[src/rtl/wlr_pkg.sv]
package wlr_pkg;
  typedef enum logic [1:0] {
    RED_FULL  = 2'b00,
    RED_TRUNC = 2'b01,
    RED_SHIFT = 2'b10,
    RED_SPARE = 2'b11
  } red_mode_t;
endpackage

[src/rtl/wlr_reduce.sv]
module wlr_reduce #(
  parameter int W  = 16,
  parameter int AW = 4
) (
  input  logic [W-1:0]      din,
  input  logic [1:0]        mode,
  input  logic [AW-1:0]     amt,
  output logic [W-1:0]      dout
);
  import wlr_pkg::*;

  // Mask keeps the upper bits and clears the low amt bits.
  function automatic logic [W-1:0] low_clear(logic [W-1:0] v, logic [AW-1:0] n);
    logic [W-1:0] keep_mask;
    keep_mask = {W{1'b1}} << n;
    return v & keep_mask;
  endfunction

  function automatic logic [W-1:0] sign_shift(logic [W-1:0] v, logic [AW-1:0] n);
    return W'($signed(v) >>> n);
  endfunction

  always_comb begin
    case (red_mode_t'(mode))
      RED_TRUNC: dout = low_clear(din, amt);
      RED_SHIFT: dout = sign_shift(din, amt);
      default:   dout = din;
    endcase
  end
endmodule

[src/rtl/wlr_booth_core.sv]
module wlr_booth_core #(
  parameter int W = 16
) (
  input  logic [W-1:0]   plain,
  input  logic [W-1:0]   rec,
  output logic [2*W-1:0] prod
);
  localparam int DIGITS = W / 2;
  localparam int PW     = 2 * W;

  // One radix-4 partial product for a recoding triplet.
  function automatic logic [PW-1:0] booth_pp(logic [2:0] trip, logic [W-1:0] x);
    logic [PW-1:0] xe;
    xe = {{W{x[W-1]}}, x};
    case (trip)
      3'b001, 3'b010: return xe;
      3'b011:         return xe << 1;
      3'b100:         return -(xe << 1);
      3'b101, 3'b110: return -xe;
      default:        return '0;
    endcase
  endfunction

  logic [W:0]    rec_ext;
  logic [PW-1:0] pp [DIGITS];

  assign rec_ext = {rec, 1'b0};

  for (genvar g = 0; g < DIGITS; g++) begin : g_pp
    logic [2:0] trip;
    assign trip  = rec_ext[2*g+2 -: 3];
    assign pp[g] = booth_pp(trip, plain) << (2*g);
  end

  always_comb begin
    prod = '0;
    for (int i = 0; i < DIGITS; i++) prod = prod + pp[i];
  end
endmodule

[src/rtl/wlr_booth_top.sv]
module wlr_booth_top #(
  parameter int W  = 16,
  parameter int AW = $clog2(W)
) (
  input  logic            clk,
  input  logic            rst_n,
  input  logic            in_valid,
  input  logic [W-1:0]    opa,
  input  logic [W-1:0]    opb,
  input  logic [1:0]      mode_a,
  input  logic [1:0]      mode_b,
  input  logic [AW-1:0]   amt,
  input  logic            swap,
  output logic            out_valid,
  output logic [2*W-1:0]  product
);
  import wlr_pkg::*;
  localparam int PW = 2 * W;

  logic [W-1:0]  a_q, b_q;
  logic [1:0]    ma_q, mb_q;
  logic [AW-1:0] amt_q;
  logic          swap_q, v_q;

  always_ff @(posedge clk) begin
    if (!rst_n) begin
      a_q <= '0; b_q <= '0; ma_q <= '0; mb_q <= '0;
      amt_q <= '0; swap_q <= 1'b0; v_q <= 1'b0;
    end else begin
      v_q <= in_valid;
      if (in_valid) begin
        a_q <= opa; b_q <= opb; ma_q <= mode_a; mb_q <= mode_b;
        amt_q <= amt; swap_q <= swap;
      end
    end
  end

  // Named internal events for the checks below.
  logic [W-1:0]  red_a, red_b, booth_rec, booth_plain;
  logic [PW-1:0] core_prod, mul_cmp;

  wlr_reduce #(.W(W), .AW(AW)) u_red_a (.din(a_q), .mode(ma_q), .amt(amt_q), .dout(red_a));
  wlr_reduce #(.W(W), .AW(AW)) u_red_b (.din(b_q), .mode(mb_q), .amt(amt_q), .dout(red_b));

  assign booth_rec   = swap_q ? red_b : red_a;
  assign booth_plain = swap_q ? red_a : red_b;

  wlr_booth_core #(.W(W)) u_core (.plain(booth_plain), .rec(booth_rec), .prod(core_prod));

  always_ff @(posedge clk) begin
    if (!rst_n) begin
      out_valid <= 1'b0;
      product   <= '0;
    end else begin
      out_valid <= v_q;
      if (v_q) product <= core_prod;
    end
  end

  assign mul_cmp = PW'($signed(red_a) * $signed(red_b));


  lat_valid_chk: assert property (@(posedge clk) disable iff (!rst_n) v_q |=> out_valid);

  lat_idle_chk: assert property (@(posedge clk) disable iff (!rst_n) !v_q |=> !out_valid);

  prod_match_chk: assert property (@(posedge clk) disable iff (!rst_n)
    v_q |=> product == $past(mul_cmp));

  prod_hold_chk: assert property (@(posedge clk) disable iff (!rst_n)
    !v_q |=> $stable(product));

  trunc_low_chk: assert property (@(posedge clk) disable iff (!rst_n)
    (ma_q == RED_TRUNC) |-> ((red_a >> amt_q) << amt_q) == red_a);

  shift_sign_chk: assert property (@(posedge clk) disable iff (!rst_n)
    (mb_q == RED_SHIFT) |-> red_b[W-1] == b_q[W-1]);

  recode_sel_chk: assert property (@(posedge clk) disable iff (!rst_n)
    swap_q |-> (booth_rec == red_b && booth_plain == red_a));
endmodule

[config.mk]
export PLATFORM = sky130hd
export DESIGN_NAME = wlr_booth_top
export DESIGN_NICKNAME = d
export VERILOG_FILES = /design/src/rtl/wlr_pkg.sv /design/src/rtl/wlr_reduce.sv /design/src/rtl/wlr_booth_core.sv /design/src/rtl/wlr_booth_top.sv
export SDC_FILE = /design/constraint.sdc
export NUM_CORES = 1
export LEC_CHECK = 0
export BUFFER_PORTS_ARGS = -buffer_cell sky130_fd_sc_hd__buf_2
export CAP_MARGIN = 20
export CORE_MARGIN = 8
export CORE_UTILIZATION = 55
export CTS_CLUSTER_SIZE = 30
export DETAILED_ROUTE_END_ITERATION = 12
export HOLD_SLACK_MARGIN = 0.02
export PLACE_DENSITY = 0.74
export SLEW_MARGIN = 10
export SYNTH_ARGS = -nofsm -noshare
export SYNTH_HDL_FRONTEND = slang
export SYNTH_HIERARCHICAL = 1
export SYNTH_SLANG_ARGS = --single-unit
[constraint.sdc]
create_clock -name clk -period 7.8 [get_ports clk]
set_input_delay 0.78 -clock clk [delete_from_list [all_inputs] [get_ports clk]]
set_output_delay 0.78 -clock clk [all_outputs]
set_load 0.01 [all_outputs]
==> results.toml, run 1 <==
[yosys]
ys_warn_count = 6
syn_avg_cell_area_sq_um = 7.865
yosysSeqAreaShare_pct = 8.942
synth_ff_type = "dfxtp_1"
synth_fp_nets = 2363
syn_area_sq_um = 16790
syn_inst = 2135
yosysUniqueCellTypes = 79
synth_edf_count = 0
synth-seq-cells = 75
synthArstFlopShare_pct = 0

[routing]
wirelength_mm = 66.36
ant_nets = 0
first_pass_iters = 7
first_iter_violations = 2504
via_per_inst = 6.435
avgRoutedWirePerCell_um = 23.21
vias = 18398
drc_errors = 0

[die]
die_h_um = 190.7
start_util_pct = 55.33
die_x_um = 190.7
die_area_sq_um = 36380
io_pins = 77
rows = 64
coreArea_sq_um = 30350

[power]
power.density_nw_per_um2 = 348.4
p_switching_mw = 3.731
finalPower_mw = 7.503
switching_share_pct = 49.72
p_int_mw = 3.773
leakage_nw = 9.564
seqPwrFrac_pct = 6.3
peakVddDrop_mv = 0.6750
pwr-share-clk_pct = 5.9
p_comb_share_pct = 87.8

[worst_setup_path]
cp-end-kind = "flop"
cp.arrival_ns = 8.61
path_max_fanout = 19
startpoint_type = "flop"
max_stage_delay_ns = 0.54
crit_required_ns = 8.11
critical-path-slowest-cell = "fa_1"
path_class = "flop to flop"

[clock_tree]
cts_htree_levels = 3
cts-root-buf = "clkbuf_16"
clock_sinks = 75
clk_latency_ns = 0.37
cts_hold_buf = 0
clk_pin_slew_ns = 0.07
cts_inserted_buffers = 9
cts_tree = "yes"
cts_buffer_depth = 2

[sta]
finalClockSkew_ns = 0.01050
maxSlewHeadroom_pct = 31.88
drv_slew = 0
fin_crit_ns = 8.295
setup_viol = 15
tightest_slew_ns = 1.022
fmax_mhz = 120.6
finalCritPeriodShare_pct = 106.3
setup_slack_ns = -0.4947
hold_violations = 0
rsz0062_at_grt = "yes"
hold-worst-slack_ns = 0.5160

[cells_and_area]
final_area_sq_um = 21530
drive_above_1_share_pct = 33.33
diodes = 0
area_delta_synth_final_pct = 28.25
fin_cells = 2859
fillers = 2436
utilization_pct = 70.96
final_nets = 2686

[grt]
grt_pass1_wl_mm = 102.2
grt_max_degree = 76
grt_pass1_vias = 17608
grt-ovfl-total = 0
antenna_found_initial = 0
track_usage_pct = 35.56

[place]
port_buffers = 76
gp_congestion = 1.002
placed_area_sq_um = 19790
place_inst = 2803
hpwl_mm = 50.36

[job]
cap_violations = 0

[outcome]
violations = "negative setup slack"
outcome = "finished with violations"

[hold_path]
min-delay-path-class = "flop to flop"
layout make-up:
cell class              count  area (sq um)  share of cell area [%]
multi-input cells        1680         14630                   67.93
repair buffers            518          3940                   18.30
flip-flops and latches     75          1514                   7.030
inverters                 174         655.6                   3.045
well taps                 396         495.5                   2.301
clock buffers              10         229.0                   1.063
clock inverters             6         71.32                  0.3312
metal layers:
metal / GRT usage, % / routed length, um / vias up
met3: 10.74 / 8412 / 180
met5: 0 / 0 / -
met4: 10.74 / 2285 / 0
met2: 51.77 / 27880 / 1175
met1: 49.80 / 27780 / 8841
li1: - / - / 8202
cells in the mapped netlist (9+ instances only):
| cell | n | area share (%) |
|---|---|---|
| o22ai_1 | 37 | 1.4 |
| mux2i_1 | 119 | 7.1 |
| a22oi_1 | 30 | 1.3 |
| mux4_2 | 10 | 1.3 |
| nor3_1 | 17 | 0.51 |
| nand2b_1 | 19 | 0.71 |
| nor2_1 | 128 | 2.9 |
| buf_12 | 12 | 1.4 |
| nor2b_1 | 91 | 3.4 |
| inv_1 | 171 | 3.8 |
| fa_1 | 131 | 16 |
| a31oi_1 | 32 | 1.2 |
| a21oi_1 | 189 | 5.6 |
| buf_1 | 25 | 0.56 |
| a21o_1 | 33 | 1.5 |
| xor2_1 | 31 | 1.6 |
| xnor2_1 | 63 | 3.3 |
| o21ai_0 | 153 | 4.6 |
| buf_2 | 10 | 0.30 |
| mux2_4 | 30 | 2.7 |
| nand2_1 | 185 | 4.1 |
| and2_1 | 12 | 0.45 |
| o21ai_1 | 13 | 0.39 |
| nand3_1 | 14 | 0.42 |
| mux4_1 | 18 | 2.8 |
| o211ai_1 | 26 | 1.2 |
| mux2_2 | 24 | 1.6 |
| clkbuf_1 | 147 | 3.3 |
| a211oi_1 | 30 | 1.3 |
| o21bai_1 | 10 | 0.45 |
| or2_2 | 9 | 0.34 |
| a221oi_1 | 42 | 2.2 |
| ha_1 | 53 | 3.9 |
| dfxtp_1 | 75 | 8.9 |
final timing paths:
kind	from	end	slack [ns]	cells after the start
worst min-delay path	product[10]$_SDFFE_PN0P_	product[10]$_SDFFE_PN0P_	0.52	2
worst max-delay path	amt_q[0]$_SDFFE_PN0P_	product[25]$_SDFFE_PN0P_	-0.49	35
worst min register to register	product[10]$_SDFFE_PN0P_	product[10]$_SDFFE_PN0P_	0.52	2
worst max register to register	amt_q[0]$_SDFFE_PN0P_	product[25]$_SDFFE_PN0P_	-0.49	35
power groups by stage:
stage,clock network [mW],registers [mW],logic [mW]
after floorplan,0,0.484,3.16
after global placement,0,0.475,5.01
after detailed placement,0,0.478,5.10
after CTS,0.453,0.470,5.51
after global routing,0.467,0.478,7.06
final,0.443,0.473,6.59
through the flow:
| stage | TNS, ns | setup WS [ns] |
|---|---|---|
| finish | -4.674 | -0.4947 |
| global placement | -4.947 | -0.4941 |
| global route | -8.489 | -0.7147 |
| floorplan | -0.3390 | -0.1393 |
| detailed placement | -7.592 | -0.6751 |
| CTS | -2.301 | -0.2572 |
cell usage in the layout, fill, tap and decap left out, types with 25 or more instances in the layout:
cell	count
a22oi_1	26
buf_2	76
buf_4	410
o22ai_1	36
fa_1	115
inv_1	149
nor2b_1	90
nor2_1	123
mux2i_1	118
a21oi_2	25
xor2_1	27
nand2_1	179
a221oi_1	33
a211oi_1	28
a31oi_1	26
dfxtp_1	69
a21oi_1	163
o211ai_1	26
a21o_1	30
o21ai_1	25
xnor2_1	51
mux2_4	32
ha_1	33
o21ai_0	131
repair_timing:
action	4_1_cts	5_1_grt
gates resized for setup	100	156
pin swaps	60	139
buffers inserted	15	24
endpoints found under the setup margin	16	19
gates cloned	2	1
logic make-up (layout without fill, tap and decap cells):
family	Yosys count	in the layout	share of synthesized area (%)
buf+inv	380	708	10.16
xor+xnor	95	95	5.037
simple gates	513	513	14.55
flops	75	75	8.942
compound gates	687	687	26.20
fa+ha+maj	184	184	19.57
mux	201	201	15.54
state kept, by name, summed over array words and instances (netlist names):
name	flops
v_q	1
ma_q	2
out_valid	1
mb_q	2
a_q	16
swap_q	1
amt_q	4
b_q	16
product	32
worst max-delay path, delay by kind of cell (launching register included):
kind,cells,cell delay [ns]
AO/OA/AOI/OAI,10,1.50
adder cells (fa/ha/maj),5,2.34
AND/OR/NAND/NOR,7,1.83
flip-flops,1,0.42
XOR/XNOR,1,0.25
multiplexers,4,1.11
buffers and inverters,8,0.78
Note: power is estimated with default switching activity, not from simulation.
==> run 2: changes to the inputs <==
--- a/config.mk
+++ b/config.mk
@@ -8,11 +8,11 @@
 export BUFFER_PORTS_ARGS = -buffer_cell sky130_fd_sc_hd__buf_2
 export CAP_MARGIN = 20
 export CORE_MARGIN = 8
-export CORE_UTILIZATION = 55
+export CORE_UTILIZATION = 39
 export CTS_CLUSTER_SIZE = 30
 export DETAILED_ROUTE_END_ITERATION = 12
 export HOLD_SLACK_MARGIN = 0.02
-export PLACE_DENSITY = 0.74
+export PLACE_DENSITY = 0.54
 export SLEW_MARGIN = 10
 export SYNTH_ARGS = -nofsm -noshare
 export SYNTH_HDL_FRONTEND = slang
==> constraint.sdc (replaced) <==
create_clock -name clk -period 10.35 [get_ports clk]
set_input_delay 1.035 -clock clk [delete_from_list [all_inputs] [get_ports clk]]
set_output_delay 1.035 -clock clk [all_outputs]
set_load 0.01 [all_outputs]
==> results.toml, run 2 (synthesized netlist as in run 1, its figures left out) <==
[outcome]
outcome = "completed"

[sta]
setup_viol = 0
maxSlewHeadroom_pct = 26.29
tightest_slew_ns = 1.098
finalCritPeriodShare_pct = 95.71
hold_violations = 0
fin_setup_tns_ns = 0
finalClockSkew_ns = 0.01360
rsz0062_at_grt = "no"
fin_crit_ns = 9.906
drv_slew = 0
fmax_mhz = 101.0

[worst_setup_path]
crit_start = "amt_q[0]$_SDFFE_PN0P_"
endpoint = "product[30]$_SDFFE_PN0P_"
rr_worst_depth = 31
startpoint_type = "flop"
path_delay_family = "compound AO/OA/AOI/OAI gates"
crit_buf_inv = 3
max_stage_delay_ns = 0.63
path_class = "flop to flop"
path_max_fanout = 28
cp.arrival_ns = 10.21
rrSetupSlack_ns = 0.44
r2r-end = "product[30]$_SDFFE_PN0P_"
critical-path-slowest-cell = "dfxtp_4"
crit-reg2reg-launch = "amt_q[0]$_SDFFE_PN0P_"
crit_top_cell = "a21o_1"
cp-end-kind = "flop"
crit_required_ns = 10.65
worstSetupPathDepth = 31

[grt]
track_usage_pct = 24.94
antenna_found_initial = 0
grt_pass1_wl_mm = 97.80
grt_pass1_vias = 15520
grt_max_degree = 76
grt-ovfl-total = 0

[job]
cap_violations = 0

[cells_and_area]
diodes = 0
fin_cells = 2635
area_delta_synth_final_pct = 5.298
final_common_cell = "a21oi_1"
drive_above_1_share_pct = 12.25
fillers = 4443
top_register = "product"
layout_common_cells = "a21oi_1, nand2_1, inv_1"
multi_input_area_sq_um = 13580
largest_reg_flops = 32
largestRegisters = "product (32), a_q (16), b_q (16)"
register_area_sq_um = 1513
final_nets = 2312

[die]
coreArea_sq_um = 42790
rows = 76
start_util_pct = 39.24
die_x_um = 223.5
io_pins = 77
die_h_um = 223.5
die_area_sq_um = 49950

[power]
finalPower_mw = 3.925
power.density_nw_per_um2 = 222.0
peakVddDrop_mv = 0.1510
leakage_nw = 7.533

[clock_tree]
cts_buffer_depth = 2
cts_hold_buf = 0
cts-root-buf = "clkbuf_16"
cts_tree = "yes"
cts_inserted_buffers = 9
clock_sinks = 75
clk_latency_ns = 0.36
cts_htree_levels = 3
clk_pin_slew_ns = 0.06

[routing]
avgRoutedWirePerCell_um = 24.14
via_per_inst = 6.276
drc_errors = 0
first_iter_violations = 2142
vias = 16537
wirelength_mm = 63.61
first_pass_iters = 6
ant_nets = 0

[place]
place_inst = 2614
hpwl_mm = 47.06
gp_congestion = 0.9922
port_buffers = 76

[hold_path]
min-delay-path-class = "flop to flop"
run 2: cell types whose count changed in the layout (fill, tap and decap cells not counted), moves of 20 or more:
cell,previous run,this run
o21ai_0,131,153
a21oi_2,25,2
ha_1,33,53
inv_1,149,171
inv_2,21,0
a21oi_1,163,189
buf_6,21,0
buf_4,410,66
run 2: area by class of cell:
type | instances | share of cell area [%]
multi-input cells | 1680 | 76.82
flip-flops and latches | 75 | 8.556
inverters | 174 | 3.694
repair buffers | 144 | 5.223
clock buffers | 10 | 1.295
clock inverters | 6 | 0.5449
well taps | 546 | 3.864
run 2: worst min path at each step:
stage | start | endpoint | cells past startpoint | slack, ns
after floorplan | a_q[0]$_SDFFE_PN0P_ | a_q[0]$_SDFFE_PN0P_ | 2 | 0.50
after global placement | product[3]$_SDFFE_PN0P_ | product[3]$_SDFFE_PN0P_ | 2 | 0.50
after detailed placement | product[28]$_SDFFE_PN0P_ | product[28]$_SDFFE_PN0P_ | 2 | 0.51
after CTS | product[28]$_SDFFE_PN0P_ | product[28]$_SDFFE_PN0P_ | 2 | 0.52
after global routing | product[25]$_SDFFE_PN0P_ | product[25]$_SDFFE_PN0P_ | 2 | 0.53
final | product[27]$_SDFFE_PN0P_ | product[27]$_SDFFE_PN0P_ | 2 | 0.52
run 2: worst reg2reg max path: cells and delay by family (launching register included):
kind | cells | cell delay, ns
buf+inv | 3 | 0.40
compound gates | 13 | 2.69
fa+ha+maj | 5 | 2.52
xor+xnor | 1 | 0.14
simple gates | 5 | 2.18
flops | 1 | 0.63
mux | 4 | 1.31
run 2: timing repair:
item	CTS	global route
buffers inserted	0	3
gates resized for setup	0	2
setup endpoints to repair	0	4
run 2: through the flow:
| stage | instance area [sq um] | hold WS [ns] | util, % | setup WS, ns |
|---|---|---|---|---|
| 2_1_floorplan | 16790 | 0.4984 | - | 1.722 |
| 3_3_place_gp | 17280 | 0.4973 | 40.38 | 0.3903 |
| 3_5_place_dp | 17280 | 0.5061 | 40.38 | 0.3222 |
| 4_1_cts | 17610 | 0.5233 | 41.14 | 0.2766 |
| 5_1_grt | 17680 | 0.5347 | 41.32 | 0.007135 |
| 6_report | 17680 | 0.5164 | 41.32 | 0.4443 |
run 2: where the power goes:
part,total (mW),switching (mW),internal (mW)
logic,3.20,1.93,1.27
registers,0.367,0.0405,0.326
clock network,0.359,0.144,0.214
total,3.92,2.11,1.81
run 2: routing by layer:
layer	track usage, %	wire, um
met1	35.12	27140
met2	37.56	28200
met3	5.108	6193
met4	8.284	2084
met5	0	0
